File: src/rtl/sag_pkg.sv
package sag_pkg;

    typedef enum logic [0:0] {
        HOLD_OPEN = 1'b0,
        HOLD_BUSY = 1'b1
    } hold_e;

    // secure layout, LSB first: g0_en, g1_en, ack_ctl, fiq_en
    typedef struct packed {
        logic fiq_en;
        logic ack_ctl;
        logic g1_en;
        logic g0_en;
    } gate_ctl_t;

    localparam int CTL_W = $bits(gate_ctl_t);

endpackage

File: src/rtl/sag_ctl_reg.sv
module sag_ctl_reg
    import sag_pkg::*;
(
    input  logic             clk,
    input  logic             rst_n,
    input  logic             wr_en,
    input  logic             wr_sec,
    input  logic [CTL_W-1:0] wr_data,
    input  logic             rd_sec,
    output logic [CTL_W-1:0] rd_data,
    output gate_ctl_t        ctl
);

    gate_ctl_t ctl_q;

    always_ff @(posedge clk) begin
        if (!rst_n) begin
            ctl_q <= '0;
        end else if (wr_en) begin
            if (wr_sec) begin
                ctl_q <= gate_ctl_t'(wr_data);
            end else begin
                // non-secure side reaches only its own enable
                ctl_q.g1_en <= wr_data[0];
            end
        end
    end

    always_comb begin
        if (rd_sec) begin
            rd_data = ctl_q;
        end else begin
            rd_data = {{(CTL_W-1){1'b0}}, ctl_q.g1_en};
        end
    end

    assign ctl = ctl_q;

endmodule

File: src/rtl/sag_ack_fsm.sv
module sag_ack_fsm
    import sag_pkg::*;
#(
    parameter int ID_W = 10
) (
    input  logic            clk,
    input  logic            rst_n,
    input  logic            pend_valid,
    input  logic [ID_W-1:0] pend_id,
    input  logic            pend_grp,
    input  logic            g0_en,
    input  logic            g1_en,
    input  logic            ack_ctl,
    input  logic            ack_req,
    input  logic            ack_sec,
    input  logic            eoi_req,
    input  logic            eoi_sec,
    input  logic [ID_W-1:0] eoi_id,
    input  logic            eoi_grp,
    output logic            ack_vld,
    output logic [ID_W-1:0] ack_id,
    output logic            eoi_done,
    output hold_e           hold_nxt,
    output logic [ID_W-1:0] held_id_nxt
);

    localparam logic [ID_W-1:0] ID_SPUR = {ID_W{1'b1}};
    localparam logic [ID_W-1:0] ID_GRP1 = {{(ID_W-1){1'b1}}, 1'b0};

    hold_e           state_q;
    logic [ID_W-1:0] held_q;
    logic            grp_en;
    logic            live;
    logic            take;
    logic            eoi_ok;
    logic            drop;
    logic [ID_W-1:0] ack_res;
    logic            ack_vld_q;
    logic [ID_W-1:0] ack_id_q;
    logic            eoi_done_q;

    always_comb begin
        grp_en = pend_grp ? g1_en : g0_en;
        live   = pend_valid && grp_en &&
                 !((state_q == HOLD_BUSY) && (pend_id == held_q));
        take   = ack_req && live && (pend_grp ? (!ack_sec || ack_ctl) : ack_sec);
        eoi_ok = eoi_req && (eoi_grp || eoi_sec);
        drop   = (eoi_ok && (eoi_id == held_q)) || !pend_valid || (pend_id != held_q);

        if (!live) begin
            ack_res = ID_SPUR;
        end else if (take) begin
            ack_res = pend_id;
        end else if (pend_grp && ack_sec) begin
            ack_res = ID_GRP1;
        end else begin
            ack_res = ID_SPUR;
        end
    end

    // next-state decode: take, retake, release
    always_comb begin
        hold_nxt    = state_q;
        held_id_nxt = held_q;
        unique case (state_q)
            HOLD_OPEN: begin
                if (take) begin
                    hold_nxt    = HOLD_BUSY;
                    held_id_nxt = pend_id;
                end
            end
            HOLD_BUSY: begin
                if (take) begin
                    held_id_nxt = pend_id;
                end else if (drop) begin
                    hold_nxt = HOLD_OPEN;
                end
            end
            default: hold_nxt = HOLD_OPEN;
        endcase
    end

    // state register
    always_ff @(posedge clk) begin
        if (!rst_n) begin
            state_q <= HOLD_OPEN;
            held_q  <= '0;
        end else begin
            state_q <= hold_nxt;
            held_q  <= held_id_nxt;
        end
    end

    // output register
    always_ff @(posedge clk) begin
        if (!rst_n) begin
            ack_vld_q  <= 1'b0;
            ack_id_q   <= '0;
            eoi_done_q <= 1'b0;
        end else begin
            ack_vld_q  <= ack_req;
            ack_id_q   <= ack_req ? ack_res : '0;
            eoi_done_q <= eoi_ok;
        end
    end

    assign ack_vld  = ack_vld_q;
    assign ack_id   = ack_id_q;
    assign eoi_done = eoi_done_q;

endmodule

File: src/rtl/sag_line_router.sv
module sag_line_router
    import sag_pkg::*;
#(
    parameter int ID_W = 10
) (
    input  logic            clk,
    input  logic            rst_n,
    input  logic            pend_valid,
    input  logic [ID_W-1:0] pend_id,
    input  logic            pend_grp,
    input  logic            g0_en,
    input  logic            g1_en,
    input  logic            fiq_en,
    input  hold_e           hold_nxt,
    input  logic [ID_W-1:0] held_id_nxt,
    output logic            irq,
    output logic            fiq
);

    logic elig;
    logic irq_q;
    logic fiq_q;

    // the next hold state masks a just-taken ID at the same edge
    always_comb begin
        elig = pend_valid && (pend_grp ? g1_en : g0_en) &&
               !((hold_nxt == HOLD_BUSY) && (pend_id == held_id_nxt));
    end

    always_ff @(posedge clk) begin
        if (!rst_n) begin
            irq_q <= 1'b0;
            fiq_q <= 1'b0;
        end else begin
            irq_q <= elig && (pend_grp || !fiq_en);
            fiq_q <= elig && !pend_grp && fiq_en;
        end
    end

    assign irq = irq_q;
    assign fiq = fiq_q;

endmodule

File: src/rtl/sec_ack_gate.sv
module sec_ack_gate
    import sag_pkg::*;
#(
    parameter int ID_W = 10
) (
    input  logic            clk,
    input  logic            rst_n,
    input  logic            pend_valid,
    input  logic [ID_W-1:0] pend_id,
    input  logic            pend_grp,
    input  logic            ctl_wr_en,
    input  logic            ctl_wr_sec,
    input  logic [3:0]      ctl_wr_data,
    input  logic            ctl_rd_sec,
    output logic [3:0]      ctl_rd_data,
    input  logic            ack_req,
    input  logic            ack_sec,
    output logic            ack_vld,
    output logic [ID_W-1:0] ack_id,
    input  logic            eoi_req,
    input  logic            eoi_sec,
    input  logic [ID_W-1:0] eoi_id,
    input  logic            eoi_grp,
    output logic            eoi_done,
    output logic            irq,
    output logic            fiq
);

    gate_ctl_t       gate_ctl;
    hold_e           hold_nxt;
    logic [ID_W-1:0] held_id_nxt;

    sag_ctl_reg u_ctl (
        .clk     (clk),
        .rst_n   (rst_n),
        .wr_en   (ctl_wr_en),
        .wr_sec  (ctl_wr_sec),
        .wr_data (ctl_wr_data),
        .rd_sec  (ctl_rd_sec),
        .rd_data (ctl_rd_data),
        .ctl     (gate_ctl)
    );

    sag_ack_fsm #(.ID_W(ID_W)) u_fsm (
        .clk         (clk),
        .rst_n       (rst_n),
        .pend_valid  (pend_valid),
        .pend_id     (pend_id),
        .pend_grp    (pend_grp),
        .g0_en       (gate_ctl.g0_en),
        .g1_en       (gate_ctl.g1_en),
        .ack_ctl     (gate_ctl.ack_ctl),
        .ack_req     (ack_req),
        .ack_sec     (ack_sec),
        .eoi_req     (eoi_req),
        .eoi_sec     (eoi_sec),
        .eoi_id      (eoi_id),
        .eoi_grp     (eoi_grp),
        .ack_vld     (ack_vld),
        .ack_id      (ack_id),
        .eoi_done    (eoi_done),
        .hold_nxt    (hold_nxt),
        .held_id_nxt (held_id_nxt)
    );

    sag_line_router #(.ID_W(ID_W)) u_route (
        .clk         (clk),
        .rst_n       (rst_n),
        .pend_valid  (pend_valid),
        .pend_id     (pend_id),
        .pend_grp    (pend_grp),
        .g0_en       (gate_ctl.g0_en),
        .g1_en       (gate_ctl.g1_en),
        .fiq_en      (gate_ctl.fiq_en),
        .hold_nxt    (hold_nxt),
        .held_id_nxt (held_id_nxt),
        .irq         (irq),
        .fiq         (fiq)
    );

endmodule

File: config.mk
export PLATFORM = sky130hd
export DESIGN_NAME = sec_ack_gate
export DESIGN_NICKNAME = d
export VERILOG_FILES = /design/src/rtl/sag_pkg.sv /design/src/rtl/sag_ctl_reg.sv /design/src/rtl/sag_ack_fsm.sv /design/src/rtl/sag_line_router.sv /design/src/rtl/sec_ack_gate.sv
export SDC_FILE = /design/constraint.sdc
export NUM_CORES = 1
export LEC_CHECK = 0
export BUFFER_PORTS_ARGS = -buffer_cell sky130_fd_sc_hd__buf_2
export CAP_MARGIN = 20
export CORE_AREA = 4 4 60 62
export CTS_BUF_LIST = sky130_fd_sc_hd__clkbuf_8
export CTS_CLUSTER_DIAMETER = 150
export DETAILED_ROUTE_END_ITERATION = 8
export DIE_AREA = 0 0 64 66
export PLACE_DENSITY = 0.7
export REMOVE_ABC_BUFFERS = 1
export SKIP_LAST_GASP = 1
export SLEW_MARGIN = 30
export SYNTH_ARGS = -nofsm -noshare
export SYNTH_HDL_FRONTEND = slang
export SYNTH_SLANG_ARGS = --single-unit
export TNS_END_PERCENT = 30
File: constraint.sdc
create_clock -name clk -period 1.8 [get_ports clk]
set_input_delay 0.36 -clock clk [delete_from_list [all_inputs] [get_ports clk]]
set_output_delay 0.36 -clock clk [all_outputs]
set_load 0.005 [all_outputs]
==> flow_summary.json <==
{
  "dp.cells": 236,
  "layout.nets": 235,
  "ant_nets": 0,
  "drive_gt1_share_pct": 33.0,
  "ys_seq_area_share_pct": 44.5,
  "cts-root-buf": "clkbuf_8",
  "finalMaxSlewViolations": 0,
  "area_growth_pct": 31.0,
  "worst-slew-pin-transition_ns": 0.310,
  "totalWireLength_mm": 3.05,
  "drt-pass1-iter-count": 4,
  "start_util_pct": 43.1,
  "p_per_area_nw_per_um2": 778,
  "final-hold-violation-count": 0,
  "syn-cell-area_um2": 1300,
  "crit_slowest_cell": "or4_1",
  "max-vdd-ir-drop_mv": 0.523,
  "diodes": 0,
  "hp-class": "in -> reg",
  "routedWlPerCell_um": 12.5,
  "critPathCaptureType": "register",
  "finalNonFillerCells": 244,
  "period_needed_ns": 1.65,
  "initialDrtViolationCount": 25,
  "overflow": 0,
  "setup_viol": 0,
  "max-cap-violations": 0,
  "crit_buf_inv": 0,
  "portBuffers": 53,
  "power.leakage_nw": 0.778,
  "synthTopCellsByArea": "dfxtp_1 (45%), mux2i_1 (10%), nand2_1 (7.8%), xnor2_1 (6.7%), xor2_1 (6.7%)",
  "clk_latency_ns": 0.28,
  "outcome": "finished clean",
  "place.gp.congestion": 0.831,
  "rows": 20,
  "synthCells": 139,
  "hpwl_mm": 2.43,
  "path_max_fanout": 3,
  "tns_ns": 0,
  "clock_sinks": 29,
  "ys_warn_count": 0,
  "async_reset_ff_share_pct": 0,
  "gr-usage-all-layers_pct": 15.5,
  "cp_cell_sequence": "xnor2_1 > nand3_1 > or4_1 > a31oi_1 > nor3b_1",
  "start_kind": "register",
  "die_y_um": 66,
  "cts_inserted_buffers": 5,
  "cts_hold_buffers": 0,
  "synthTopCellsByCount": "dfxtp_1 (29), nand2_1 (27), mux2i_1 (13)",
  "antenna_found_initial": 0,
  "skew_ns": 0.00282,
  "synth_top_area_share_pct": 44.5,
  "htree_levels": 2,
  "drt-vias-per-instance": 4.77,
  "core_area_um2": 3030,
  "grt_pass1_wl_mm": 4.96,
  "yosys.area.top_type": "dfxtp_1",
  "synth.most_common_cell": "dfxtp_1",
  "cts-resized-gates": 0,
  "cts_tree": "built",
  "synth_edf_count": 0,
  "synth_seq_cells": 29,
  "cp_top_family": "simple AND/OR/NAND/NOR gates",
  "cts.path.max_buffers": 2,
  "post-route-drc-count": 0,
  "slowest_delay_ns": 0.52,
  "io_pins": 54,
  "grt_pass1_vias": 1126,
  "avgSynthCellArea_um2": 9.38,
  "grt_setup_unrepaired": "no",
  "die-area_um2": 4220,
  "path_class": "reg -> reg",
  "path_clk_slew_ns": 0.06,
  "synth_cell_type_count": 27,
  "cp.required_ns": 1.96,
  "cts_setup_buffers": 0,
  "slew_headroom_pct": 79.1,
  "synth_ff_type": "dfxtp_1",
  "grt_max_degree": 15,
  "die_w_um": 64,
  "fmax_mhz": 605,
  "route.vias.total": 1163,
  "worstPathArrival_ns": 1.81,
  "fin_crit_sh_pct": 91.8
}
-- metrics by stage --
step | power (mW) | setup WS, ns | hold slack (ns) | util (%) | cell area, um2
floorplan | 0.762 | 0.293 | 0.440 | - | 1280
global placement | 0.853 | 0.0693 | 0.461 | 53.8 | 1630
detailed placement | 0.858 | 0.0357 | 0.467 | 53.8 | 1630
CTS | 1.34 | 0.165 | 0.328 | 56.4 | 1710
global route | 1.40 | 0.00893 | 0.334 | 56.4 | 1710
finish | 1.33 | 0.147 | 0.335 | 56.4 | 1710
-- registers in the layout, indices dropped and copies added, names as in the netlist --
register        cells
u_fsm.ack_id       10
u_fsm.held_q       10
u_ctl.ctl           4
u_fsm.ack_vld       1
u_fsm.eoi_done      1
u_fsm.state_q       1
u_route.fiq         1
u_route.irq         1
-- path summary, 6_finish.rpt --
path	from	end	slack, ns	depth (start not counted)
setup / recovery	u_fsm.held_q[0]	u_route.fiq	0.15	5
hold / removal	pend_id[6]	u_fsm.ack_id[6]	0.34	2
setup reg to reg	u_fsm.held_q[0]	u_route.fiq	0.15	5
hold reg to reg	u_ctl.ctl[0]	u_ctl.ctl[0]	0.47	2
-- cells in the final DEF, fill, tap and decap left out, types with 5 or more instances in the layout --
cell	n
buf_2	53
clkbuf_8	5
dfxtp_1	29
inv_1	5
mux2i_1	13
nand2_1	27
nand3_1	5
o21a_1	10
xnor2_1	10
xor2_1	10
-- metal layers --
| layer | global-route usage [%] | vias up | share of wire, % |
|---|---|---|---|
| li1 | - | 596 | - |
| met1 | 17.3 | 528 | 43 |
| met2 | 24.9 | 33 | 48 |
| met3 | 7.65 | 6 | 7.5 |
| met4 | 6.47 | 0 | 1.5 |
| met5 | 0 | - | 0 |
-- cell type report --
type,count,area [um2]
Clock buffer,5,68.8
Fill cell,290,1320
Clock inverter,3,11.3
Timing Repair Buffer,56,288
Sequential cell,29,581
Multi-Input combinational cell,104,693
Tap cell,44,55.1
Inverter,3,11.3
-- report_power, final --
group          leakage, nW  total (mW)  internal [mW]  switching (mW)
clock               0.0519       0.486          0.256           0.229
sequential           0.238       0.675          0.665         0.00980
combinational        0.489       0.168         0.0844          0.0835
-- cell families after synthesis --
family	after synthesis	share of synthesized area [%]
xor+xnor	20	13.4
simple gates	50	18.5
compound gates	20	10.4
mux	14	10.8
buf+inv	6	2.30
flops	29	44.5
Note: power is estimated with default switching activity, not from simulation.
